--- config.mk ---
export PLATFORM = sky130hd
export DESIGN_NAME = ijmp_unit
export DESIGN_NICKNAME = d
export VERILOG_FILES = /design/src/rtl/ijmp_pkg.sv /design/src/rtl/ijmp_decode.sv /design/src/rtl/ijmp_delay.sv /design/src/rtl/ijmp_commit.sv /design/src/rtl/ijmp_unit.sv
export SDC_FILE = /design/constraint.sdc
export NUM_CORES = 1
export LEC_CHECK = 0
export ABC_AREA = 1
export ABC_CLOCK_PERIOD_IN_PS = 2000
export BUFFER_PORTS_ARGS = -buffer_cell sky130_fd_sc_hd__clkbuf_2
export CORE_AREA = 2 2 122 124
export CTS_CLUSTER_DIAMETER = 80
export DETAILED_ROUTE_END_ITERATION = 12
export DIE_AREA = 0 0 124 126
export GPL_ROUTABILITY_DRIVEN = 0
export PLACE_DENSITY = 0.6
export SKIP_CTS_REPAIR_TIMING = 1
export SYNTH_ARGS = -nofsm -noshare
export SYNTH_HDL_FRONTEND = slang
export SYNTH_SLANG_ARGS = --single-unit
export TNS_END_PERCENT = 100
--- constraint.sdc ---
create_clock -name clk_i -period 2 [get_ports clk_i]
set_clock_uncertainty 0.15 [all_clocks]
set_input_delay 0.2 -clock clk_i [delete_from_list [all_inputs] [get_ports clk_i]]
set_output_delay 0.2 -clock clk_i [all_outputs]
set_load 0.01 [all_outputs]
--- src/rtl/ijmp_pkg.sv ---
package ijmp_pkg;
  typedef enum logic [1:0] {
    SVC_NONE = 2'd0,
    SVC_EXC  = 2'd1,
    SVC_IRQ  = 2'd2
  } svc_e;

  typedef struct packed {
    logic recog;
    logic take;
  } dec_t;
endpackage

--- src/rtl/ijmp_decode.sv ---
module ijmp_decode
  import ijmp_pkg::*;
#(
  parameter int unsigned OPC_W     = 8,
  parameter int unsigned SLOT_W    = 3,
  parameter int unsigned DATA_W    = 32,
  parameter int unsigned JUMP_OPC  = 181,
  parameter logic [2**SLOT_W-1:0] SLOT_MASK = 8'b0001_1100
) (
  input  logic              valid_i,
  input  logic [SLOT_W-1:0] slot_i,
  input  logic [OPC_W-1:0]  opc_i,
  input  logic              guarded_i,
  input  logic [DATA_W-1:0] guard_i,
  input  logic [DATA_W-1:0] cond_i,
  output dec_t              dec_o
);
  localparam int unsigned NSLOT = 2**SLOT_W;

  logic [NSLOT-1:0] slot_hit;
  logic             unused_hi;

  for (genvar s = 0; s < NSLOT; s++) begin : g_slot
    assign slot_hit[s] = SLOT_MASK[s] && (slot_i == SLOT_W'(s));
  end

  assign unused_hi = ^{guard_i[DATA_W-1:1], cond_i[DATA_W-1:1]};

  always_comb begin
    dec_o.recog = valid_i && (opc_i == OPC_W'(JUMP_OPC)) && (|slot_hit);
    dec_o.take  = dec_o.recog && (!guarded_i || guard_i[0]) && !cond_i[0];
  end
endmodule

--- src/rtl/ijmp_delay.sv ---
module ijmp_delay #(
  parameter int unsigned DELAY = 3,
  parameter int unsigned PAY_W = 32
) (
  input  logic             clk_i,
  input  logic             rst_ni,
  input  logic             start_i,
  input  logic [PAY_W-1:0] pay_i,
  output logic             busy_o,
  output logic             fire_o,
  output logic [PAY_W-1:0] pay_o
);
  localparam int unsigned CNT_W = $clog2(DELAY + 1);

  logic [CNT_W-1:0] cnt_q;
  logic [PAY_W-1:0] pay_q;

  assign busy_o = (cnt_q != '0);
  assign fire_o = (cnt_q == CNT_W'(1));
  assign pay_o  = pay_q;

  always_ff @(posedge clk_i or negedge rst_ni) begin
    if (!rst_ni) begin
      cnt_q <= '0;
      pay_q <= '0;
    end else if (busy_o) begin
      cnt_q <= cnt_q - CNT_W'(1);
    end else if (start_i) begin
      cnt_q <= CNT_W'(DELAY);
      pay_q <= pay_i;
    end
  end
endmodule

--- src/rtl/ijmp_commit.sv ---
module ijmp_commit
  import ijmp_pkg::*;
#(
  parameter int unsigned      ADDR_W     = 32,
  parameter logic [ADDR_W-1:0] RESET_ADDR = 32'h0000_0100,
  parameter logic [ADDR_W-1:0] EXC_VEC    = 32'h0000_0040,
  parameter logic [ADDR_W-1:0] IRQ_VEC    = 32'h0000_0080
) (
  input  logic              clk_i,
  input  logic              rst_ni,
  input  logic              fire_i,
  input  logic [ADDR_W-1:0] tgt_i,
  input  logic              exc_i,
  input  logic              irq_i,
  output logic [ADDR_W-1:0] pc_o,
  output logic [ADDR_W-1:0] dpc_o,
  output logic [ADDR_W-1:0] spc_o,
  output logic              redirect_o,
  output logic              exc_ack_o,
  output logic              irq_ack_o
);
  svc_e svc;

  // exception outranks interrupt
  always_comb begin
    if (exc_i)      svc = SVC_EXC;
    else if (irq_i) svc = SVC_IRQ;
    else            svc = SVC_NONE;
  end

  always_ff @(posedge clk_i or negedge rst_ni) begin
    if (!rst_ni) begin
      pc_o       <= RESET_ADDR;
      dpc_o      <= RESET_ADDR;
      spc_o      <= RESET_ADDR;
      redirect_o <= 1'b0;
      exc_ack_o  <= 1'b0;
      irq_ack_o  <= 1'b0;
    end else begin
      redirect_o <= fire_i;
      exc_ack_o  <= fire_i && (svc == SVC_EXC);
      irq_ack_o  <= fire_i && (svc == SVC_IRQ);
      if (fire_i) begin
        dpc_o <= tgt_i;
        unique case (svc)
          SVC_EXC: pc_o <= EXC_VEC;
          SVC_IRQ: pc_o <= IRQ_VEC;
          default: begin
            pc_o  <= tgt_i;
            spc_o <= tgt_i;
          end
        endcase
      end
    end
  end
endmodule

--- src/rtl/ijmp_unit.sv ---
module ijmp_unit
  import ijmp_pkg::*;
#(
  parameter int unsigned       ADDR_W     = 32,
  parameter int unsigned       DATA_W     = 32,
  parameter int unsigned       OPC_W      = 8,
  parameter int unsigned       SLOT_W     = 3,
  parameter int unsigned       JUMP_OPC   = 181,
  parameter logic [2**SLOT_W-1:0] SLOT_MASK = 8'b0001_1100,
  parameter int unsigned       DELAY      = 3,
  parameter logic [ADDR_W-1:0] RESET_ADDR = 32'h0000_0100,
  parameter logic [ADDR_W-1:0] EXC_VEC    = 32'h0000_0040,
  parameter logic [ADDR_W-1:0] IRQ_VEC    = 32'h0000_0080
) (
  input  logic              clk_i,
  input  logic              rst_ni,
  input  logic              issue_valid_i,
  input  logic [SLOT_W-1:0] issue_slot_i,
  input  logic [OPC_W-1:0]  opcode_i,
  input  logic              guarded_i,
  input  logic [DATA_W-1:0] guard_i,
  input  logic [DATA_W-1:0] cond_i,
  input  logic [ADDR_W-1:0] target_i,
  input  logic              exc_pending_i,
  input  logic              irq_pending_i,
  output logic [ADDR_W-1:0] pc_o,
  output logic [ADDR_W-1:0] dpc_o,
  output logic [ADDR_W-1:0] spc_o,
  output logic              redirect_o,
  output logic              exc_ack_o,
  output logic              irq_ack_o,
  output logic              busy_o,
  output logic              overlap_err_o
);
  dec_t              dec;
  logic              fire;
  logic [ADDR_W-1:0] tgt_q;
  logic              err_q;

  ijmp_decode #(
    .OPC_W(OPC_W), .SLOT_W(SLOT_W), .DATA_W(DATA_W),
    .JUMP_OPC(JUMP_OPC), .SLOT_MASK(SLOT_MASK)
  ) u_decode (
    .valid_i(issue_valid_i), .slot_i(issue_slot_i), .opc_i(opcode_i),
    .guarded_i(guarded_i), .guard_i(guard_i), .cond_i(cond_i),
    .dec_o(dec)
  );

  ijmp_delay #(.DELAY(DELAY), .PAY_W(ADDR_W)) u_delay (
    .clk_i(clk_i), .rst_ni(rst_ni), .start_i(dec.take),
    .pay_i(target_i), .busy_o(busy_o), .fire_o(fire), .pay_o(tgt_q)
  );

  ijmp_commit #(
    .ADDR_W(ADDR_W), .RESET_ADDR(RESET_ADDR),
    .EXC_VEC(EXC_VEC), .IRQ_VEC(IRQ_VEC)
  ) u_commit (
    .clk_i(clk_i), .rst_ni(rst_ni), .fire_i(fire), .tgt_i(tgt_q),
    .exc_i(exc_pending_i), .irq_i(irq_pending_i),
    .pc_o(pc_o), .dpc_o(dpc_o), .spc_o(spc_o),
    .redirect_o(redirect_o), .exc_ack_o(exc_ack_o), .irq_ack_o(irq_ack_o)
  );

  always_ff @(posedge clk_i or negedge rst_ni) begin
    if (!rst_ni) err_q <= 1'b0;
    else         err_q <= dec.recog && busy_o;
  end

  assign overlap_err_o = err_q;
endmodule

==> results of run 1 <==
==> routing by layer <==
layer | vias up | track usage (%) | share of wire (%)
met4 | 0 | 5.22 | 0.91
met2 | 144 | 30.4 | 49
li1 | 2144 | - | -
met5 | - | 0 | 0
met3 | 9 | 4.39 | 5.3
met1 | 2127 | 24.1 | 45
==> cell usage in the layout, fill, tap and decap left out <==
master,count
a21oi_4,1
inv_1,14
bufinv_16,1
nand3_1,3
buf_6,1
a21oi_1,1
nor2_4,1
clkinv_2,3
nand2_1,326
buf_4,16
inv_2,2
clkbuf_2,150
dfrtp_1,131
o21ai_0,7
nor2_1,5
clkinv_1,1
clkbuf_1,5
dfstp_2,3
nand2_2,1
nor2_2,1
buf_12,2
clkbuf_16,17
nor3_1,1
ha_2,2
nand3_4,1
dlygate4sd3_1,35
nand4_1,33
clkbuf_8,6
==> power groups by stage <==
stage | combinational (mW) | sequential [mW] | clock [mW]
after floorplan | 0.626 | 2.92 | 0
after global placement | 1.19 | 2.90 | 0
after detailed placement | 1.20 | 2.90 | 0
after CTS | 1.20 | 2.86 | 3.06
after global routing | 1.38 | 2.86 | 3.17
final | 1.24 | 2.86 | 3.00
==> cell type report <==
cell class / instances / share of cell area (%)
Clock buffer: 28 / 7.43
Timing Repair Buffer: 204 / 17.9
Clock inverter: 4 / 0.635
Multi-Input combinational cell: 383 / 22.5
Inverter: 17 / 0.900
Sequential cell: 134 / 47.3
Tap cell: 184 / 3.25
==> sequential cells by signal, indices dropped and copies added, names as in the netlist <==
register             count
u_commit.redirect_o      1
u_commit.irq_ack_o       1
u_delay.pay_o           32
u_commit.dpc_o          32
u_delay.cnt_q            2
overlap_err_o            1
u_commit.pc_o           32
u_commit.spc_o          32
u_commit.exc_ack_o       1
==> worst reg2reg max path, cell delays in order, from the launching register on <==
cell and delay, ps:
dfrtp_1 360, inv_1 70, ha_2 200, inv_2 470, buf_4 350, nand2_1 80
nand2_1 70
==> final timing paths <==
path | start | endpoint | slack [ps] | cells after the start
min in group asynchronous | rst_ni | u_commit.spc_o[5] | 140 | 2
worst max-delay path | u_delay.cnt_q[0] | busy_o | 130 | 5
worst max register to register | u_delay.cnt_q[1] | u_commit.pc_o[22] | 180 | 6
worst min-delay path | cond_i[0] | u_delay.pay_o[11] | -0.8 | 4
worst min register to register | u_commit.dpc_o[8] | u_commit.dpc_o[8] | 310 | 2
max in group asynchronous | rst_ni | u_commit.dpc_o[12] | 830 | 3
==> cell families after synthesis <==
| family | synth area share (%) |
|---|---|
| AO/OA/AOI/OAI | 0.944 |
| adder cells (fa/ha/maj) | 0.484 |
| buffers and inverters | 4.36 |
| flip-flops | 65.0 |
| AND/OR/NAND/NOR | 29.2 |
==> summary.txt, run 1 <==
Outcome
  • Outcome: complete, but fails checks
  • Violated checks: hold timing

Critical path
  • Critical path's largest stage delay: about 400 ps
  • Worst setup SP type: register
  • Worst setup EP type: primary output
  • CP max FO: 26
  • Arr. time, crit path: 1520 ps
  • Slowest CP cell: dfrtp_1
  • CP Cell Sequence: inv_1 -> ha_2 -> buf_12 -> inv_1 -> clkbuf_2
  • Crit path top cell by count: inv_1
  • Buf+Inv Stages, Crit Path: 4
  • CP delay by family, top: buffers and inverters
  • Worst EP required: about 1700 ps
  • CP Class: reg -> out

Hold path
  • HP Class: in -> reg

Yosys
  • Ys async rst share: 100%
  • Cell taking the most area after synthesis: dfrtp_1
  • Syn_nets: ~680
  • EDFF count, synth: 0
  • Synth warnings: 0
  • Post-Syn Instances: 564
  • Post-synthesis average cell area: about 9.2 sq um
  • Top cell type's share of synthesized area: 63.5%
  • Netlist cell types: 22
  • Mapped Area: roughly 0.0052 sq mm
  • Top cells by count, synth: 326 x nand2_1, 131 x dfrtp_1, 33 x nand4_1, 14 x inv_1
  • Register area share after synthesis: between 60% and 70%
  • Top-count cell post-synth: nand2_1
  • Synth area leaders: dfrtp_1 63%, nand2_1 24%, nand4_1 4.0%
  • Synth Register Bits: about 130
  • Primary FF master, synth: dfrtp_1

Clocking
  • Clk_lat worst skew: about 400 ps
  • Clock input transition at the sequential cells of the worst setup and hold paths: 60 ps
  • TritonCTS clock tree: yes
  • CTS Sinks: 134
  • H-tree levels: 4
  • Maximum root-to-sink buffer count: 2
  • Total CTS buffers: 17
  • Root buf cell: clkbuf_16

GRT
  • First-pass GRT wire length: approximately 22000 um
  • Largest net degree at the start of global routing: 48
  • Tot GR Track Use: 18.4%
  • GR Overflow Total: 0
  • Vias in the first global route: 4370
  • Antenna violations before repair: 0

Cells and area
  • Finished Core Util: between 40% and 50%
  • ANT cells: 0
  • Layout cells sized above 1: between 20% and 30%
  • Register area: 0.00336 sq mm
  • Multi-input gate area: 0.00160 sq mm
  • Non-Filler Instances: 954
  • Final-layout fill cell count: about 1400
  • # nets final: 872
  • Area delta synth->final: 37.3%
  • Final Cell Area: between 0.007 and 0.008 sq mm

Power
  • Pwr Density: around 1000 mW/mm^2
  • Seq pwr share: 40.3%
  • Clock power share: 42.3%
  • Peak supply drop: about 0.00057 V
  • Pwr Total: around 7.1 mW
  • Leak Pwr: between 4 and 5 nW
  • Logic pwr share: between 10% and 20%
  • Internal power: 5.09 mW
  • NetSw: between 1.5 and 2 mW
  • Fraction of power spent switching nets: approximately 28%

Timing
  • Setup violations, final: 0
  • Fin. max-slew vios: 0
  • Rel. slew slack: just under 60%
  • RSZ-0062 raised after global routing: no
  • Min Tclk post-route: roughly 1900 ps
  • Fin crit share: slightly above 90%
  • Final hold vios: 1
  • Measured slew at the worst slew-check pin: 634 ps
  • Setup TNS Final: 0 ps
  • Setup ws final: ~130 ps
  • Hold_ws: -0.847 ps
  • Fmax: ~0.53 GHz

Floorplan
  • Core ar.: 0.0143 sq mm
  • Die width: approximately 120 um
  • I/O pins: between 200 and 250
  • Starting Density: 36.1%
  • Std cell rows: 44
  • Die H: 126 um
  • Die Area: about 0.016 sq mm

Route
  • Initial drt markers: between 200 and 300
  • Via count: about 4400
  • Final WL: 13900 um
  • Routed vias/inst: 4.64
  • DRC errors left: 0
  • Post-DRT Antenna Nets: 0
  • WL per Instance: 14.6 um
  • Pre-antenna DRT Iters: 5

Place
  • Dpl cells: 887
  • Number of buffers added on ports: 151
  • DP Area: 0.00617 sq mm
  • Place WS: roughly 160 ps
  • DP HPWL: around 9000 um

Run
  • Max-cap violations: 0
No activity file was read; power rests on OpenSTA's default activity.
==> run 2: changes to the inputs <==
- CORE_AREA: 2 2 122 124 -> 2 2 123 125
- DIE_AREA: 0 0 124 126 -> 0 0 125 127
- SYNTH_HIERARCHICAL: unset -> 1
==> run 2 against run 1 <==
  * The flow now finishes without violations
  * Setup slack got worse by 30 ps
  * Largest cell class unchanged
  * Area after synthesis is 2.0% higher
  * Clock power rose by 16%
  * Non-clock buffer count decreased by 3
  * First-iteration DRC count up 7.9%
  * Synthesized cell count rose by 0.53%
  * Critical endpoint unchanged
  * Global-route usage decreased by 0.64 points
  * Via count up 0.32%
  * Largest power group unchanged
  * Highest routed layer unchanged
  * Sequential power is essentially flat
==> summary.txt, run 2 <==
Outcome
  • Outcome: complete, no violations

Yosys
  • Ys async rst share: 100% (unchanged)
  • Post-synthesis average cell area: 9.30 sq um (+1.5%)
  • Synth Register Bits: 134 (unchanged)
  • EDFF count, synth: 0 (unchanged)
  • Synth warnings: 6 (+6)
  • Register area share after synthesis: 63.7% (-1.3 points)
  • Cell taking the most area after synthesis: dfrtp_1
  • Synth area leaders: dfrtp_1 62%, nand2_1 21%, nand3_1 6.2%
  • Syn_nets: 682 (+0.44%)
  • Post-Syn Instances: 567 (+0.53%)
  • Netlist cell types: 18 (-18%)
  • Top cell type's share of synthesized area: 62.2% (-1.3 points)
  • Top-count cell post-synth: nand2_1
  • Primary FF master, synth: dfrtp_1
  • Top cells by count, synth: 294 x nand2_1, 131 x dfrtp_1, 65 x nand3_1, 16 x inv_1, 12 x buf_4
  • Mapped Area: 0.00527 sq mm (+2.0%)

Cells and area
  • Area delta synth->final: 37.0%
  • Final-layout fill cell count: 1411 (+3.4%)
  • Commonest cells after routing, fill and taps aside: 294 x nand2_1, 150 x clkbuf_2, 131 x dfrtp_1
  • Multi-input gate area: 0.00163 sq mm (+2.1%)
  • # nets final: 871 (-0.11%)
  • Register area: 0.00336 sq mm (unchanged)
  • Layout cells sized above 1: 28.3% (+1.3 points)
  • ANT cells: 0 (unchanged)
  • Commonest non-fill, non-tap cell in the layout: nand2_1

Clocking
  • H-tree levels: 4 (unchanged)
  • Clk_lat worst skew: 420 ps (+20 ps)
  • Clock input transition at the sequential cells of the worst setup and hold paths: 60 ps (about the same)
  • CTS Sinks: 134 (unchanged)
  • Total CTS buffers: 17 (unchanged)
  • Root buf cell: clkbuf_16
  • TritonCTS clock tree: yes
  • Maximum root-to-sink buffer count: 2 (unchanged)

Power
  • NetSw: 2.14 mW (+7.3%)
  • Pwr Total: 7.68 mW (+8.4%)
  • Pwr Density: 1060 mW/mm^2 (+6.4%)
  • Clock power share: 45.3% (+3.0 points)
  • Fraction of power spent switching nets: 27.9% (-0.29 points)
  • Seq pwr share: 37.1% (-3.2 points)
  • Leak Pwr: 4.32 nW (+2.3%)
  • Logic pwr share: 17.6% (about the same)
  • Internal power: 5.54 mW (+8.8%)
  • Peak supply drop: 0.000712 V (+26%)

Floorplan
  • Die H: 127 um (+0.79%)
  • Starting Density: 36.5% (+0.45 points)
  • Die width: 125 um (+0.81%)
  • Std cell rows: 44 (unchanged)
  • Die Area: 0.0159 sq mm (+1.6%)
  • I/O pins: 214 (unchanged)
  • Core ar.: 0.0144 sq mm (+0.77%)

Route
  • Via count: 4438 (+0.32%)
  • Final WL: 14000 um (+0.43%)
  • Initial drt markers: 272 (+7.9%)
  • Post-DRT Antenna Nets: 0 (unchanged)
  • Routed vias/inst: 4.66 (+0.42%)
  • DRC errors left: 0 (unchanged)
  • WL per Instance: 14.6 um (+0.54%)
  • Pre-antenna DRT Iters: 4 (-1)

Critical path
  • CP Class: reg -> out
  • Worst setup EP type: primary output
  • Worst EP required: 1650 ps (about the same)
  • CP max FO: 8 (-69%)
  • Arr. time, crit path: 1550 ps (+30 ps)
  • Worst setup SP type: register

Place
  • Number of buffers added on ports: 151 (unchanged)
  • DP HPWL: 9250 um (+0.13%)

Hold path
  • HP Class: in -> reg

Timing
  • Rel. slew slack: 67.6% (+9.9 points)
  • Fmax: 0.526 GHz (-1.6%)
  • Min Tclk post-route: 1900 ps (+30.2 ps)
  • Setup TNS Final: 0 ps (unchanged)
  • Fin. max-slew vios: 0 (unchanged)
  • Measured slew at the worst slew-check pin: 487 ps (-147 ps)
  • RSZ-0062 raised after global routing: no
  • Fin crit share: 95.1% (+1.5 points)
  • Final hold vios: 0 (-1)
  • Setup violations, final: 0 (unchanged)

GRT
  • Largest net degree at the start of global routing: 51 (+6.3%)
  • Antenna violations before repair: 0 (unchanged)
  • First-pass GRT wire length: 22200 um (+0.66%)
  • Vias in the first global route: 4349 (-0.48%)
  • GR Overflow Total: 0 (unchanged)
  • Tot GR Track Use: 17.8% (-0.64 points)

Run
  • Max-cap violations: 0 (unchanged)
run 2: changes by cell type in the layout (fill, tap and decap cells not counted), moves of 4 or more:
cell | previous run | this run
bufinv_16 | 1 | 5
buf_4 | 16 | 11
clkbuf_1 | 5 | 1
nand4_1 | 33 | 0
nand3_1 | 3 | 65
nand2_2 | 1 | 11
o21ai_0 | 7 | 1
nand2_1 | 326 | 294
run 2: area by class of cell:
class / instances / share of cell area (%)
well taps: 184 / 3.19
repair buffers: 201 / 17.7
clock buffers: 21 / 6.51
multi-input cells: 385 / 22.6
inverters: 17 / 0.884
flip-flops and latches: 134 / 46.5
clock inverters: 11 / 2.70
run 2: per-layer routing:
layer / wire [um] / share of wire (%) / GRT usage, % / vias to the layer above
li1: - / - / - / 2133
met4: 236 / 1.7 / 7.39 / 0
met5: 0 / 0 / 0 / -
met2: 6770 / 48 / 28.5 / 146
met3: 753 / 5.4 / 4.82 / 20
met1: 6190 / 44 / 23.0 / 2139
run 2: kinds of logic after synthesis:
group           count (synthesis)  share of synthesized area (%)
compound gates                  2                          0.237
fa+ha+maj                       2                          0.475
buf+inv                        48                           5.79
flops                         134                           63.7
simple gates                  381                           29.8
run 2: path summary, 6_finish.rpt:
check | slack, ps | depth (start not counted) | end | start
setup / recovery | 100 | 5 | busy_o | u_delay/cnt_q[0]
hold / removal | 60 | 6 | overlap_err_o | opcode_i[3]
setup reg to reg | 320 | 5 | u_commit/pc_o[7] | u_delay/cnt_q[1]
hold reg to reg | 310 | 2 | u_commit/spc_o[8] | u_commit/spc_o[8]
max in group asynchronous | 850 | 3 | u_commit/spc_o[8] | rst_ni
min in group asynchronous | 160 | 2 | u_commit/pc_o[24] | rst_ni
run 2: stage by stage:
step | std cells | hold WS (ps) | setup slack [ps] | cell area [sq um] | utilization, %
floorplan | 567 | -246 | 633 | 5270 | -
global placement | 886 | 27.1 | 382 | 6200 | 43.0
detailed placement | 886 | 34.7 | 368 | 6200 | 43.0
CTS | 918 | -416 | -6.88 | 6860 | 47.6
global route | 953 | 83.8 | 20.5 | 7220 | 50.1
finish | 953 | 57.4 | 98.3 | 7220 | 50.1
run 2: worst max-delay path: stages (launching register included):
cell and delay (ps):
dfrtp_1 400, inv_1 120, ha_4 230, buf_4 190, inv_1 70, clkbuf_2 120
run 2: power by group through the flow:
| stage | logic [mW] | clock network (mW) | registers (mW) |
|---|---|---|---|
| 3_5_place_dp | 1.28 | 0 | 2.90 |
| 5_1_grt | 1.49 | 3.67 | 2.86 |
| 6_report | 1.35 | 3.48 | 2.85 |
| 2_1_floorplan | 0.815 | 0 | 2.92 |
| 3_3_place_gp | 1.26 | 0 | 2.89 |
| 4_1_cts | 1.28 | 3.53 | 2.85 |
==> run 3: changes to the inputs <==
- ABC_CLOCK_PERIOD_IN_PS: 2000 -> 1640
- PLACE_DENSITY: 0.6 -> 0.62
- clock period: 2 -> 1.64 ns (I/O delays scaled with it)
==> run 3 against run 2 <==
  * Cell count up 0.52%
  * Total power up 21%
  * Global-route usage about the same
  * Largest power group unchanged
  * Via count down 0.81%
  * Largest cell class unchanged
  * Sequential power up 22%
  * Hold slack worse by 41 ps
  * Flip-flop and latch count unchanged
  * Combinational power up 30%
==> summary.txt, run 3 (synthesis results as in run 2) <==
Timing
  • Fin crit share: 95.2%
  • Min Tclk post-route: ~1600 ps
  • Setup violations, final: 0 (unchanged)
  • Measured slew at the worst slew-check pin: 345 ps (-142 ps)
  • Fmax: 0.640 GHz
  • RSZ-0062 raised after global routing: yes
  • Final hold vios: 0 (unchanged)
  • Rel. slew slack: 77.0% (+9.4 points)
  • Fin. max-slew vios: 0 (unchanged)

GRT
  • Tot GR Track Use: 17.8% (about the same)
  • Antenna violations before repair: 0 (unchanged)
  • Vias in the first global route: 4402 (+1.2%)
  • First-pass GRT wire length: 22300 um (+0.37%)
  • GR Overflow Total: 0 (unchanged)
  • Largest net degree at the start of global routing: 45 (-12%)

Clocking
  • TritonCTS clock tree: yes
  • Clock input transition at the sequential cells of the worst setup and hold paths: 60 ps (about the same)
  • Total CTS buffers: 17 (unchanged)
  • Root buf cell: clkbuf_16
  • Maximum root-to-sink buffer count: 2 (unchanged)
  • Clk_lat worst skew: 420 ps (about the same)
  • H-tree levels: 4 (unchanged)
  • CTS Sinks: 134 (unchanged)

Cells and area
  • Non-Filler Instances: 958 (+0.52%)
  • Commonest non-fill, non-tap cell in the layout: nand2_1
  • Final-layout fill cell count: 1356 (-3.9%)
  • # nets final: 876 (+0.57%)
  • Final Cell Area: 0.00726 sq mm (+0.57%)
  • Commonest cells after routing, fill and taps aside: 294 x nand2_1, 150 x clkbuf_2, 131 x dfrtp_1
  • Layout cells sized above 1: 29.3% (+0.98 points)
  • ANT cells: 0 (unchanged)
  • Area delta synth->final: 37.8%
  • Finished Core Util: 50.4% (+0.29 points)

Critical path
  • RR Startpoint: u_delay/cnt_q[1]
  • R2R Path End: u_commit/spc_o[28]
  • CP Class: reg -> out
  • Worst setup EP type: primary output
  • Worst setup SP type: register
  • Worst EP required: 1330 ps (-320 ps)
  • R2r worst-path depth: 5 (unchanged)
  • Worst setup path startpoint: u_delay/cnt_q[0]
  • Arr. time, crit path: 1250 ps (-300 ps)
  • Reg2reg setup slack: 120 ps (-200 ps)
  • CP max FO: 7 (-1)

Power
  • Pwr Total: 9.30 mW (+21%)
  • Fraction of power spent switching nets: 28.2% (+0.28 points)
  • Seq pwr share: 37.4% (+0.3 points)
  • Peak supply drop: 0.000763 V (+7.1%)
  • Pwr Density: 1280 mW/mm^2 (+20%)
  • Leak Pwr: 4.33 nW (+0.20%)
  • NetSw: 2.62 mW (+22%)
  • Logic pwr share: 18.8% (+1.2 points)
  • Internal power: 6.68 mW (+21%)
  • Clock power share: 43.7% (-1.6 points)

Floorplan
  • Starting Density: 36.5% (unchanged)
  • I/O pins: 214 (unchanged)
  • Core ar.: 0.0144 sq mm (unchanged)
  • Std cell rows: 44 (unchanged)
  • Die H: 127 um (unchanged)
  • Die width: 125 um (unchanged)
  • Die Area: 0.0159 sq mm (unchanged)

Route
  • Initial drt markers: 216 (-21%)
  • Via count: 4402 (-0.81%)
  • DRC errors left: 0 (unchanged)
  • WL per Instance: 14.4 um (-2.0%)
  • Pre-antenna DRT Iters: 4 (unchanged)
  • Routed vias/inst: 4.59 (-1.3%)
  • Final WL: 13700 um (-1.4%)
  • Post-DRT Antenna Nets: 0 (unchanged)

Run
  • Max-cap violations: 0 (unchanged)

Hold path
  • Worst Hold End: overlap_err_o
  • Hold Startpoint: opcode_i[3]
  • HP Class: in -> reg
  • Hold Path Stages: 6 (unchanged)

Place
  • DP HPWL: 9150 um (-1.1%)
  • DP Area: 0.00624 sq mm (+0.65%)
  • Number of buffers added on ports: 151 (unchanged)
  • Dpl cells: 888 (+0.23%)

Outcome
  • Outcome: complete, no violations
## run 3: cell count changes in the layout (fill, tap and decap cells not counted), sizes merged
cell	change
clkbuf	-1
bufinv	-1
clkinv	-2
clkinvlp	+4
buf	+5
## run 3: cell type report
class / count / area [sq um] / area share, %
sequential: 134 / 3360 / 46.2
multi-input combinational: 385 / 1630 / 22.4
timing repair buffer: 206 / 1340 / 18.5
clock buffer: 20 / 467 / 6.43
tap: 184 / 230 / 3.17
clock inverter: 12 / 174 / 2.39
inverter: 17 / 63.8 / 0.879
## run 3: per-layer routing
metal / vias up / part of all wire, % / GRT usage [%]
met5: - / 0 / 0
met4: 0 / 1.5 / 5.56
met3: 17 / 6.0 / 6.28
met2: 146 / 50 / 29.8
met1: 2096 / 43 / 21.7
li1: 2143 / - / -
## run 3: power groups by stage
stage	clock network (mW)	registers, mW	logic, mW
floorplan	0	3.56	0.994
global placement	0	3.53	1.56
detailed placement	0	3.53	1.58
CTS	4.16	3.47	1.59
global route	4.31	3.49	1.92
finish	4.07	3.48	1.75
## run 3: worst max-delay path by stage
stage,end,slack (ps)
finish,busy_o,80
global placement,u_delay/pay_o[28],90
global route,busy_o,-5
detailed placement,u_delay/pay_o[8],70
CTS,busy_o,-180
floorplan,u_commit/dpc_o[22],270
## run 3: metrics by stage
| step | TNS (ps) | hold slack, ps | setup slack [ps] |
|---|---|---|---|
| after detailed placement | 0 | -103 | 71.3 |
| after floorplan | 0 | -282 | 273 |
| final | 0 | 16.1 | 78.7 |
| after CTS | -177 | -553 | -177 |
| after global placement | 0 | -110 | 87.6 |
| after global routing | -4.76 | 46.8 | -4.76 |
## run 3: critical path: stages (launching register included)
cell and delay [ps]:
dfrtp_1 400, inv_2 90, ha_4 180, inv_2 50
clkbuf_2 120
